`config.mk`:
```
export PLATFORM = sky130hd
export DESIGN_NAME = pcm_serial_tx
export DESIGN_NICKNAME = d
export VERILOG_FILES = /design/src/rtl/pcm_tx_pkg.sv /design/src/rtl/pcm_tx_timing.sv /design/src/rtl/pcm_tx_holding.sv /design/src/rtl/pcm_tx_framer.sv /design/src/rtl/pcm_serial_tx.sv
export SDC_FILE = /design/constraint.sdc
export NUM_CORES = 1
export LEC_CHECK = 0
export BUFFER_PORTS_ARGS = -buffer_cell sky130_fd_sc_hd__buf_4
export CAP_MARGIN = 10
export CORE_MARGIN = 3
export CORE_UTILIZATION = 45
export DETAILED_ROUTE_END_ITERATION = 10
export PLACE_DENSITY = 0.75
export SYNTH_ARGS = -nofsm -noshare
export SYNTH_HDL_FRONTEND = slang
export SYNTH_SLANG_ARGS = --single-unit
```
`constraint.sdc`:
```
create_clock -name clk -period 3 [get_ports clk]
set_input_delay 0.3 -clock clk [delete_from_list [all_inputs] [get_ports clk]]
set_output_delay 0.3 -clock clk [all_outputs]
set_load 0.05 [all_outputs]
```
`src/rtl/pcm_tx_pkg.sv`:
```
package pcm_tx_pkg;
  localparam int SAMPLE_W   = 32;
  localparam int FRAME_BITS = 64;
  localparam int SLOT_BITS  = FRAME_BITS / 2;
  localparam int FIDX_W     = $clog2(FRAME_BITS);
  localparam int SIDX_W     = $clog2(SLOT_BITS);
  localparam int FMT_W      = 3;

  typedef enum logic [FMT_W-1:0] {
    FMT_I2S  = 3'd0,
    FMT_LJ24 = 3'd1,
    FMT_RJ24 = 3'd2,
    FMT_RJ16 = 3'd3,
    FMT_W32  = 3'd4
  } fmt_e;

  // Placement of a word inside one 32-slot half
  typedef struct packed {
    logic [FIDX_W-1:0] first;    // first slot carrying data
    logic [FIDX_W-1:0] count;    // number of data slots
    logic              left_hi;  // word clock level during the left half
  } slot_map_t;

  function automatic slot_map_t map_of(input logic [FMT_W-1:0] code);
    slot_map_t m;
    case (code)
      FMT_LJ24: m = '{first: 6'd0,  count: 6'd24, left_hi: 1'b1};
      FMT_RJ24: m = '{first: 6'd8,  count: 6'd24, left_hi: 1'b1};
      FMT_RJ16: m = '{first: 6'd16, count: 6'd16, left_hi: 1'b1};
      FMT_W32:  m = '{first: 6'd0,  count: 6'd32, left_hi: 1'b1};
      default:  m = '{first: 6'd1,  count: 6'd24, left_hi: 1'b0};
    endcase
    return m;
  endfunction
endpackage

```
`src/rtl/pcm_tx_timing.sv`:
```
module pcm_tx_timing
  import pcm_tx_pkg::*;
#(
  parameter int DIV_HALF = 2
) (
  input  logic              clk,
  input  logic              rst_n,
  output logic              run_q,
  output logic              bclk_raw,
  output logic [FIDX_W-1:0] bit_idx,
  output logic              frame_start
);
  localparam int DIV_W = (2 * DIV_HALF > 1) ? $clog2(2 * DIV_HALF) : 1;
  localparam logic [DIV_W-1:0]  DIV_LAST = DIV_W'(2 * DIV_HALF - 1);
  localparam logic [DIV_W-1:0]  DIV_MID  = DIV_W'(DIV_HALF);
  localparam logic [FIDX_W-1:0] BIT_LAST = FIDX_W'(FRAME_BITS - 1);

  logic [DIV_W-1:0] div_cnt;
  logic             div_last;

  assign div_last    = (div_cnt == DIV_LAST);
  assign bclk_raw    = (div_cnt >= DIV_MID);
  assign frame_start = !run_q || (div_last && (bit_idx == BIT_LAST));

  always_ff @(posedge clk or negedge rst_n) begin
    if (!rst_n) begin
      run_q   <= 1'b0;
      div_cnt <= '0;
      bit_idx <= '0;
    end else if (!run_q) begin
      run_q   <= 1'b1;
      div_cnt <= '0;
      bit_idx <= '0;
    end else if (div_last) begin
      div_cnt <= '0;
      bit_idx <= (bit_idx == BIT_LAST) ? '0 : bit_idx + 1'b1;
    end else begin
      div_cnt <= div_cnt + 1'b1;
    end
  end
endmodule

```
`src/rtl/pcm_tx_holding.sv`:
```
module pcm_tx_holding
  import pcm_tx_pkg::*;
(
  input  logic                clk,
  input  logic                rst_n,
  input  logic                in_valid,
  output logic                in_ready,
  input  logic [SAMPLE_W-1:0] in_left,
  input  logic [SAMPLE_W-1:0] in_right,
  input  logic                take,
  output logic                full_q,
  output logic [SAMPLE_W-1:0] left_q,
  output logic [SAMPLE_W-1:0] right_q
);
  logic accept;

  assign in_ready = !full_q;
  assign accept   = in_valid && !full_q;

  always_ff @(posedge clk or negedge rst_n) begin
    if (!rst_n) begin
      full_q  <= 1'b0;
      left_q  <= '0;
      right_q <= '0;
    end else if (accept) begin
      full_q  <= 1'b1;
      left_q  <= in_left;
      right_q <= in_right;
    end else if (take) begin
      full_q  <= 1'b0;
    end
  end
endmodule

```
`src/rtl/pcm_tx_framer.sv`:
```
module pcm_tx_framer
  import pcm_tx_pkg::*;
(
  input  logic                clk,
  input  logic                rst_n,
  input  logic                run_q,
  input  logic                frame_start,
  input  logic [FIDX_W-1:0]   bit_idx,
  input  logic [FMT_W-1:0]    fmt_sel,
  input  logic                hold_full,
  input  logic [SAMPLE_W-1:0] hold_left,
  input  logic [SAMPLE_W-1:0] hold_right,
  output logic [FMT_W-1:0]    fmt_active,
  output logic                wclk,
  output logic                sdata
);
  logic [SAMPLE_W-1:0] left_q, right_q, word;
  slot_map_t           smap;
  logic                half, in_win;
  logic [FIDX_W-1:0]   pos, rel;
  logic [SIDX_W-1:0]   pick;

  always_ff @(posedge clk or negedge rst_n) begin
    if (!rst_n) begin
      fmt_active <= '0;
      left_q     <= '0;
      right_q    <= '0;
    end else if (frame_start) begin
      fmt_active <= fmt_sel;
      left_q     <= hold_full ? hold_left  : '0;
      right_q    <= hold_full ? hold_right : '0;
    end
  end

  always_comb begin
    smap   = map_of(fmt_active);
    half   = bit_idx[FIDX_W-1];
    pos    = {1'b0, bit_idx[SIDX_W-1:0]};
    rel    = pos - smap.first;
    in_win = (pos >= smap.first) && (rel < smap.count);
    pick   = SIDX_W'(smap.count - 1'b1 - rel);
    word   = half ? right_q : left_q;
    wclk   = run_q && (half ^ smap.left_hi);
    sdata  = run_q && in_win && word[pick];
  end
endmodule

```
`src/rtl/pcm_serial_tx.sv`:
```
module pcm_serial_tx
  import pcm_tx_pkg::*;
#(
  parameter int DIV_HALF = 2
) (
  input  logic                clk,
  input  logic                rst_n,
  input  logic [FMT_W-1:0]    fmt_sel,
  input  logic                in_valid,
  output logic                in_ready,
  input  logic [SAMPLE_W-1:0] in_left,
  input  logic [SAMPLE_W-1:0] in_right,
  output logic                bclk_o,
  output logic                wclk_o,
  output logic                sdata_o
);
  logic                run_q, bclk_raw, frame_start, hold_full;
  logic [FIDX_W-1:0]   bit_idx;
  logic [SAMPLE_W-1:0] hold_left, hold_right;
  logic [FMT_W-1:0]    fmt_active;

  pcm_tx_timing #(.DIV_HALF(DIV_HALF)) u_timing (
    .clk(clk), .rst_n(rst_n), .run_q(run_q), .bclk_raw(bclk_raw),
    .bit_idx(bit_idx), .frame_start(frame_start)
  );

  pcm_tx_holding u_hold (
    .clk(clk), .rst_n(rst_n), .in_valid(in_valid), .in_ready(in_ready),
    .in_left(in_left), .in_right(in_right), .take(frame_start),
    .full_q(hold_full), .left_q(hold_left), .right_q(hold_right)
  );

  pcm_tx_framer u_framer (
    .clk(clk), .rst_n(rst_n), .run_q(run_q), .frame_start(frame_start),
    .bit_idx(bit_idx), .fmt_sel(fmt_sel), .hold_full(hold_full),
    .hold_left(hold_left), .hold_right(hold_right),
    .fmt_active(fmt_active), .wclk(wclk_o), .sdata(sdata_o)
  );

  assign bclk_o = run_q && bclk_raw;
endmodule

```
### After elaboration in Yosys (flattened, before gate mapping)

Cells that the tools add are included.

* add/subtract/negate cells: 5
* multiply operators: 0
* divide/modulo/power cells: 0
* magnitude comparators: 4
* eq/ne operators: 7
* shift operators: 0
* mux-type cells: 13
* bitwise gates (word level): 1
* reduce and logical (&&, ||, !) cells: 11

Operator list (number)
* 2-to-1 mux 32 bit: 3
* one-hot mux 12 bit (4 select lines): 1
* 2-to-1 mux 6 bit: 3
* logical AND 1 bit: 7
* adder 6 x 1 -> 6 bit (second input constant): 1
* equality test 3 x 2 -> 1 bit (second input constant): 2
* equality test 6 bit (second input constant): 1
* less-than comparator 5 x 6 -> 1 bit (second input constant): 1
* less-than comparator 6 bit: 1
* subtractor 5 x 5 -> 6 bit: 1
* binary-select mux 1 bit (select 5 bit): 1
* >= comparator 5 bit: 1
* subtractor 5 x 1 -> 5 bit (second input constant): 1
* subtractor 5 bit: 1
* 2-to-1 mux 2 bit: 2
* equality test 3 x 1 -> 1 bit (second input constant): 1
* equality test 3 bit (second input constant): 1
* 2-to-1 mux 1 bit: 3
* adder 2 x 1 -> 2 bit (second input constant): 1
* equality test 2 bit (second input constant): 1
* >= comparator 2 bit (second input constant): 1
* zero test 1 bit: 2
* inequality test 2 bit (second input constant): 1
* nonzero test 2 bit: 1
* other kinds (2): 2

* flip-flop bits (word level): 141
* bits in latches: 0
* memory bits (writable): 0
* bits in read-only memories: 0
* input port bits: 70
* output and inout port bits: 4
* memories: 0

### Logic depth before layout (Yosys ltp)

Gate-level depths: netlist of the first run.

* word-level depth: 7
* mapped depth: 12

### Hierarchy

A second synthesis of the first run with hierarchy kept.

* cell total of the unflattened synthesis: 551
* area total of the unflattened synthesis: 6715.2 sq um

By module, submodules not included
* pcm_tx_framer: times used 1, cells an instance 367, area an instance 3568.4 sq um
* pcm_tx_holding: times used 1, cells an instance 139, area an instance 2683.8 sq um
* pcm_tx_timing: times used 1, cells an instance 44, area an instance 456.7 sq um
* pcm_serial_tx: times used 1, cells an instance 1, area an instance 6.3 sq um

### Least setup slack after synthesis of the first run

No wires, ideal clock.

* kind: flip-flop to output port
* start: register u_framer.fmt_active[1]
* end: output port sdata_o
* data arrival time: 3.378 ns
* data required time: 2.700 ns
* slack: -0.678 ns
* stages on the path, launching flop included: 13
* cells stage by stage: dfrtp_1 -> nor2_1 -> xor2_1 -> ha_1 -> ha_1 -> nand2b_1 -> a21oi_1 -> xnor2_1 -> ha_1 -> nor2b_1 -> o21ai_0 -> o2111ai_1 -> a311oi_1

* longest elaborated chain between the ends: 7
* elaborated cells on any way between the ends: 15
* those cells by class: add/sub: 3; order compare: 2; eq/ne: 4; mux: 3; reduce/logical: 3

RTL lines
* start: declaration: line pcm_tx_framer.sv:13 `output logic [FMT_W-1:0] fmt_active,`
* start signal: assignment: line pcm_tx_framer.sv:29 `fmt_active <= fmt_sel;`
* equality test 3 bit, or another cell as far along: line pcm_tx_pkg.sv:26 `case (code)`
* one-hot mux 12 bit (4 select lines) (*): line pcm_tx_pkg.sv:26
* subtractor 5 x 5 -> 6 bit / subtractor 5 x 1 -> 5 bit (equally long branches): line pcm_tx_framer.sv:39, pcm_tx_framer.sv:41
* subtractor 5 bit / less-than comparator 6 bit (equally long branches): line pcm_tx_framer.sv:41, pcm_tx_framer.sv:40
* binary-select mux 1 bit (select 5 bit) / logical AND 1 bit (equally long branches): line pcm_tx_framer.sv:44, pcm_tx_framer.sv:40
* 2-to-1 mux 1 bit (implied by the code) / logical AND 1 bit (equally long branches): line pcm_tx_framer.sv:44 `sdata = run_q && in_win && word[pick];`
* logical AND 1 bit (*): line pcm_tx_framer.sv:44
* end: declaration: line pcm_serial_tx.sv:15 `output logic sdata_o`

Every way passes the cells marked *; elsewhere a longest branch is shown, timed or not. The select of a mux whose other input is x is not followed.

### Worst setup path after layout of the first run

Same ends and word-level chain as after synthesis.

==> flow_summary.ini, run 1 <==
[power]
pwr-share-seq = 0.443
power.switching_mw = 1.52
sw_frac_of_total = 0.271
power.internal_mw = 4.09
ir_drop_mv = 0.431
p_leak_nw = 3.82
powerDensity_mw_per_mm2 = 713
comb_power_share = 0.207
p_clk_frac = 0.351

[setup_path]
cpLargestDelayFamily = adder cells
critical_path.slowest_cell = dfrtp_2
start_kind = register
cp_cell_sequence = nor2_4 > xor2_2 > ha_2 > ha_4 > nand2b_4 > a21oi_4 > xnor2_2 > ha_4 > xnor2_4 > a41o_1 > nor3_2 > a311oi_4 > buf_6
worst-path-buf-inv = 1
required_ns = 2.70
critPathCaptureType = output port
cp_max_fo = 4
critPathKind = reg -> out
crit_top_cell = ha_4
arrival_ns = 3.15
cpPeakStageDelay_ns = 0.44

[timing]
tightest_slew_ns = 0.698
hold-worst-slack_ns = 0.0969
setup_viol = 1
fin_skew_ns = 0.00546
finalCritPeriodShare = 1.15
period_minus_slack_ns = 3.45
setup_slack_ns = -0.451
slew_violations = 0
hold_violations = 0
slew_headroom = 0.535
fmax_mhz = 290
rsz0062_at_grt = yes

[cells_and_area]
final_core_util = 0.583
diodes = 0
area_delta_synth_final_pct = 24.6
nets = 719
drive_gt1_frac = 0.333
fin_cells = 828
fillCellCount = 1067

[global_route]
gr-total-overflow = 0
grt_pass1_wl_mm = 23.4
grt_pass1_vias = 4796
track_usage = 0.189
antenna_found_initial = 0
grt_max_degree = 76

[clocking]
clock-sinks = 141
cts_buffers = 17
htreeDepth = 4
clock_latency_ns = 0.41
cts_tree = done
clk_transition_reported_paths_ns = 0.05
cts.path.max_buffers = 2
cts_root_buf = clkbuf_16

[die]
row_count = 42
fp.dieH_um = 125
io_pins = 74
die_w_um = 125
coreArea_sq_mm = 0.0135
start_util = 0.468
die-area_sq_mm = 0.0155

[yosys]
ys_ff_latch = 141
yosysWarnings = 0
synth_ff_type = dfrtp_1
async_reset_ff_frac = 1.00
synthesis.nets = 636
syn_avg_cell_area_sq_um = 11.4
synth_edf_count = 0
ys_seq_area_frac = 0.558
synth_cell_type_count = 38
synth_area_sq_mm = 0.00632
syn_inst = 556

[routing]
ant_nets = 0
routed_via_density = 5.34
first_iter_violations = 365
vias = 4424
drc = 0
wl_per_cell_um = 16.9
drtPass1Iterations = 5
drt_wl_total_mm = 14.0

[place]
port_buffers = 73
place_hpwl_mm = 9.64
placed_cells = 786
place_congestion = 0.873

[min_path]
hold_class = in -> reg

[outcome]
violations = negative setup slack
outcome = complete, but fails checks

[flow_run]
drv_cap = 0
## per-stage QoR
stage               setup TNS, ns  area, sq um  power [mW]  setup WS [ns]
floorplan                       0         6340        3.15        0.00869
finish                     -0.451         7870        5.61         -0.451
global route               -0.548         7870        5.89         -0.548
CTS                        -0.530         7740        5.56         -0.530
global placement          -0.0239         7090        3.47        -0.0239
detailed placement         -0.150         7090        3.54         -0.150
## state kept, by name, summed over array words and instances, names as in the netlist
signal and count:
u_framer.left_q 32, u_timing.div_cnt 2, u_timing.run_q 1, u_hold.full_q 1
u_framer.fmt_active 3, u_timing.bit_idx 6, u_hold.right_q 32, u_hold.left_q 32
u_framer.right_q 32
## synth_stat cells (all sizes together), types with 3 or more instances
cell	count	area, sq um
mux4	14	360
nor2b	4	25.0
xnor2	6	52.6
a21oi	4	20.0
mux2i	11	110
nand2	145	544
clkbuf	20	75.1
buf	15	106
nand3	66	330
mux2	64	721
inv	7	26.3
dfrtp	141	3530
nor2	16	60.1
ha	10	125
nand2b	3	18.8
and3	3	18.8
xor2	4	35.0
## power groups by stage
| stage | clock network, mW | registers [mW] | logic, mW |
|---|---|---|---|
| 2_1_floorplan | 0 | 2.41 | 0.736 |
| 3_3_place_gp | 0 | 2.50 | 0.971 |
| 3_5_place_dp | 0 | 2.51 | 1.02 |
| 4_1_cts | 2.00 | 2.48 | 1.07 |
| 5_1_grt | 2.09 | 2.52 | 1.28 |
| 6_report | 1.97 | 2.48 | 1.16 |
## area by class of cell
| class | count | area [sq um] | area share |
|---|---|---|---|
| Sequential cell | 141 | 3530 | 0.449 |
| Multi-Input combinational cell | 372 | 2770 | 0.351 |
| Timing Repair Buffer | 99 | 766 | 0.0973 |
| Clock buffer | 27 | 503 | 0.0639 |
| Tap cell | 176 | 220 | 0.0280 |
| Clock inverter | 5 | 56.3 | 0.00715 |
| Inverter | 8 | 30.0 | 0.00381 |
## worst min-delay path: cells and delay by family
family,cells,cell delay [ns]
buf+inv,1,0.08
simple gates,2,0.10
## what timing repair did
action,4_1_cts,5_1_grt
endpoints found under the setup margin,1,1
setup buffers,5,4
pin swaps,9,12
hold buffers,1,0
endpoints found under the hold margin,72,0
gates resized for setup,8,17
## layer usage
layer / vias up / share of wire / GRT usage / wire, um
li1: 2069 / - / - / -
met1: 2198 / 0.39 / 0.224 / 5470
met2: 121 / 0.54 / 0.323 / 7510
met3: 36 / 0.040 / 0.0557 / 557
met4: 0 / 0.033 / 0.0787 / 459
met5: - / 0 / 0 / 0
## cells by family (layout without fill, tap and decap cells)
group | after synthesis | after routing | synth area share
simple gates | 243 | 243 | 0.164
flops | 141 | 141 | 0.558
mux | 89 | 89 | 0.188
buf+inv | 43 | 139 | 0.0335
compound gates | 19 | 19 | 0.0214
fa+ha+maj | 10 | 10 | 0.0198
xor+xnor | 10 | 10 | 0.0139
other cells | 1 | 1 | 0.000593
## final timing paths
path | start | to | slack [ns] | cells after the start
max | u_framer.fmt_active[1] | sdata_o | -0.45 | 13
max in group asynchronous | rst_n | u_hold.right_q[25] | 1.65 | 3
min | fmt_sel[2] | u_framer.fmt_active[2] | 0.1 | 3
min reg2reg | u_timing.div_cnt[0] | u_timing.div_cnt[0] | 0.46 | 1
min in group asynchronous | rst_n | u_hold.left_q[28] | 0.48 | 2
max reg2reg | u_timing.div_cnt[1] | u_framer.right_q[21] | 0.94 | 7
## cells in the final DEF, fill, tap and decap left out, drive strengths merged, types with 6 or more instances in the layout
cell type  netlist  layout
dfrtp          141     141
ha              10      10
nand2          145     145
inv              7       7
nor2            16      16
clkbuf          20      27
mux2i           11      11
mux2            64      64
mux4            14      14
xnor2            6       6
buf             15      98
nand3           66      66
(Power assumes the default switching activity.)
==> inputs of run 2 (changes only) <==
Settings changed: MAX_ROUTING_LAYER set to met4.
==> run 2 against run 1 <==
Effect of this change: the flow still finishes with violations (negative setup slack); utilization unchanged; sequential cell count unchanged; total power about the same; maximum frequency up 0.13%; setup slack better by 0.0043 ns; non-clock buffer count unchanged; sequential share of layout area unchanged; die area unchanged; sequential power about the same; global-route usage up 0.61 points; critical endpoint unchanged.
==> flow_summary.ini, run 2 (synthesized netlist as in run 1, its figures left out) <==
[clocking]
cts.path.max_buffers = 2
cts_buffers = 17
clock-sinks = 141
cts_tree = done
clock_latency_ns = 0.41
cts_root_buf = clkbuf_16
htreeDepth = 4
clk_transition_reported_paths_ns = 0.05

[cells_and_area]
nets = 719
mostFrequentLayoutCell = nand2_1
diodes = 0
drive_gt1_frac = 0.333
fin_cells = 828
final_cell_mix = nand2_1 (145), dfrtp_1 (138), buf_4 (95)
area_delta_synth_final_pct = 24.6

[timing]
slew_violations = 0
fin_skew_ns = 0.00451
setup_viol = 1
rsz0062_at_grt = yes
final.setup.tns_ns = -0.447
setup_slack_ns = -0.447
slew_headroom = 0.537
fmax_mhz = 290
period_minus_slack_ns = 3.45
tightest_slew_ns = 0.695
finalCritPeriodShare = 1.15
hold_violations = 0

[power]
p_leak_nw = 3.82
ir_drop_mv = 0.433
powerDensity_mw_per_mm2 = 713

[setup_path]
critPathCaptureType = output port
cpPeakStageDelay_ns = 0.44
required_ns = 2.70
reg2reg_slack_ns = 0.93
cpLargestDelayFamily = adder cells
start_kind = register
worst-path-buf-inv = 1
cp_cell_sequence = nor2_4 > xor2_2 > ha_2 > ha_4 > nand2b_4 > a21oi_4 > xnor2_2 > ha_4 > xnor2_4 > a41o_1 > nor3_2 > a311oi_4 > buf_6
arrival_ns = 3.15
crit_top_cell = ha_4
cp_max_fo = 4
critPathKind = reg -> out
critical_path.slowest_cell = dfrtp_2

[routing]
vias = 4416
first_iter_violations = 378
ant_nets = 0
drt_wl_total_mm = 13.9
drtPass1Iterations = 4
drc = 0
wl_per_cell_um = 16.8
routed_via_density = 5.33

[die]
fp.dieH_um = 125
coreArea_sq_mm = 0.0135
die-area_sq_mm = 0.0155
start_util = 0.468
row_count = 42
io_pins = 74
die_w_um = 125

[global_route]
track_usage = 0.195
gr-total-overflow = 0
antenna_found_initial = 0
grt_max_degree = 76
grt_pass1_wl_mm = 23.4
grt_pass1_vias = 4787

[place]
placed_cells = 786
place_hpwl_mm = 9.64
port_buffers = 73
place_congestion = 0.888

[outcome]
outcome = complete, but fails checks
violations = negative setup slack

[min_path]
hold_class = in -> reg

[flow_run]
drv_cap = 0
-- run 2: cell counts in the layout (fill, tap and decap cells not counted) --
No cell type changed its count.
-- run 2: through the flow --
step	hold WS, ns	area [sq um]	util	setup WS, ns	total power [mW]
2_1_floorplan	0.00441	6340	-	0.00869	3.15
3_3_place_gp	0.354	7090	0.525	-0.0239	3.47
3_5_place_dp	0.369	7090	0.525	-0.150	3.54
4_1_cts	0.0844	7740	0.573	-0.530	5.56
5_1_grt	0.0907	7870	0.583	-0.549	5.89
6_report	0.0940	7870	0.583	-0.447	5.61
-- run 2: layer usage --
metal | vias to the layer above | part of all wire | track usage
li1 | 2062 | - | -
met1 | 2202 | 0.39 | 0.226
met2 | 115 | 0.54 | 0.321
met3 | 37 | 0.040 | 0.0553
met4 | 0 | 0.030 | 0.0806
met5 | - | 0 | -
-- run 2: worst min-delay path, stage by stage --
cell and delay [ns]:
buf_4 0.08, nand2_1 0.04, nand2_1 0.06
-- run 2: repair_timing --
action                     4_1_cts  5_1_grt
setup buffers                    5        4
gates resized for setup          8       17
hold endpoints to repair        72        0
pin swaps                        9       12
setup endpoints to repair        1        1
hold buffers                     1        0
-- run 2: final timing paths --
check                                        from                     end  cells after the start
min in group asynchronous                   rst_n       u_hold.left_q[28]                      2
max in group asynchronous                   rst_n      u_hold.right_q[25]                      3
max                        u_framer.fmt_active[1]                 sdata_o                     13
min reg2reg                   u_timing.div_cnt[0]     u_timing.div_cnt[0]                      1
min                                    fmt_sel[2]  u_framer.fmt_active[2]                      3
max reg2reg                   u_timing.div_cnt[1]    u_framer.right_q[21]                      7
-- run 2: layout make-up --
class,count,area (sq um)
Multi-Input combinational cell,372,2770
Inverter,8,30.0
Timing Repair Buffer,99,766
Fill cell,1067,5630
Tap cell,176,220
Sequential cell,141,3530
Clock inverter,5,56.3
Clock buffer,27,503
-- run 2: power breakdown --
| part | switching [mW] | total [mW] | internal, mW | leakage, nW |
|---|---|---|---|---|
| combinational | 0.551 | 1.16 | 0.608 | 1.79 |
| clock | 0.743 | 1.97 | 1.23 | 0.272 |
| sequential | 0.224 | 2.48 | 2.26 | 1.75 |
| total | 1.52 | 5.61 | 4.09 | 3.82 |
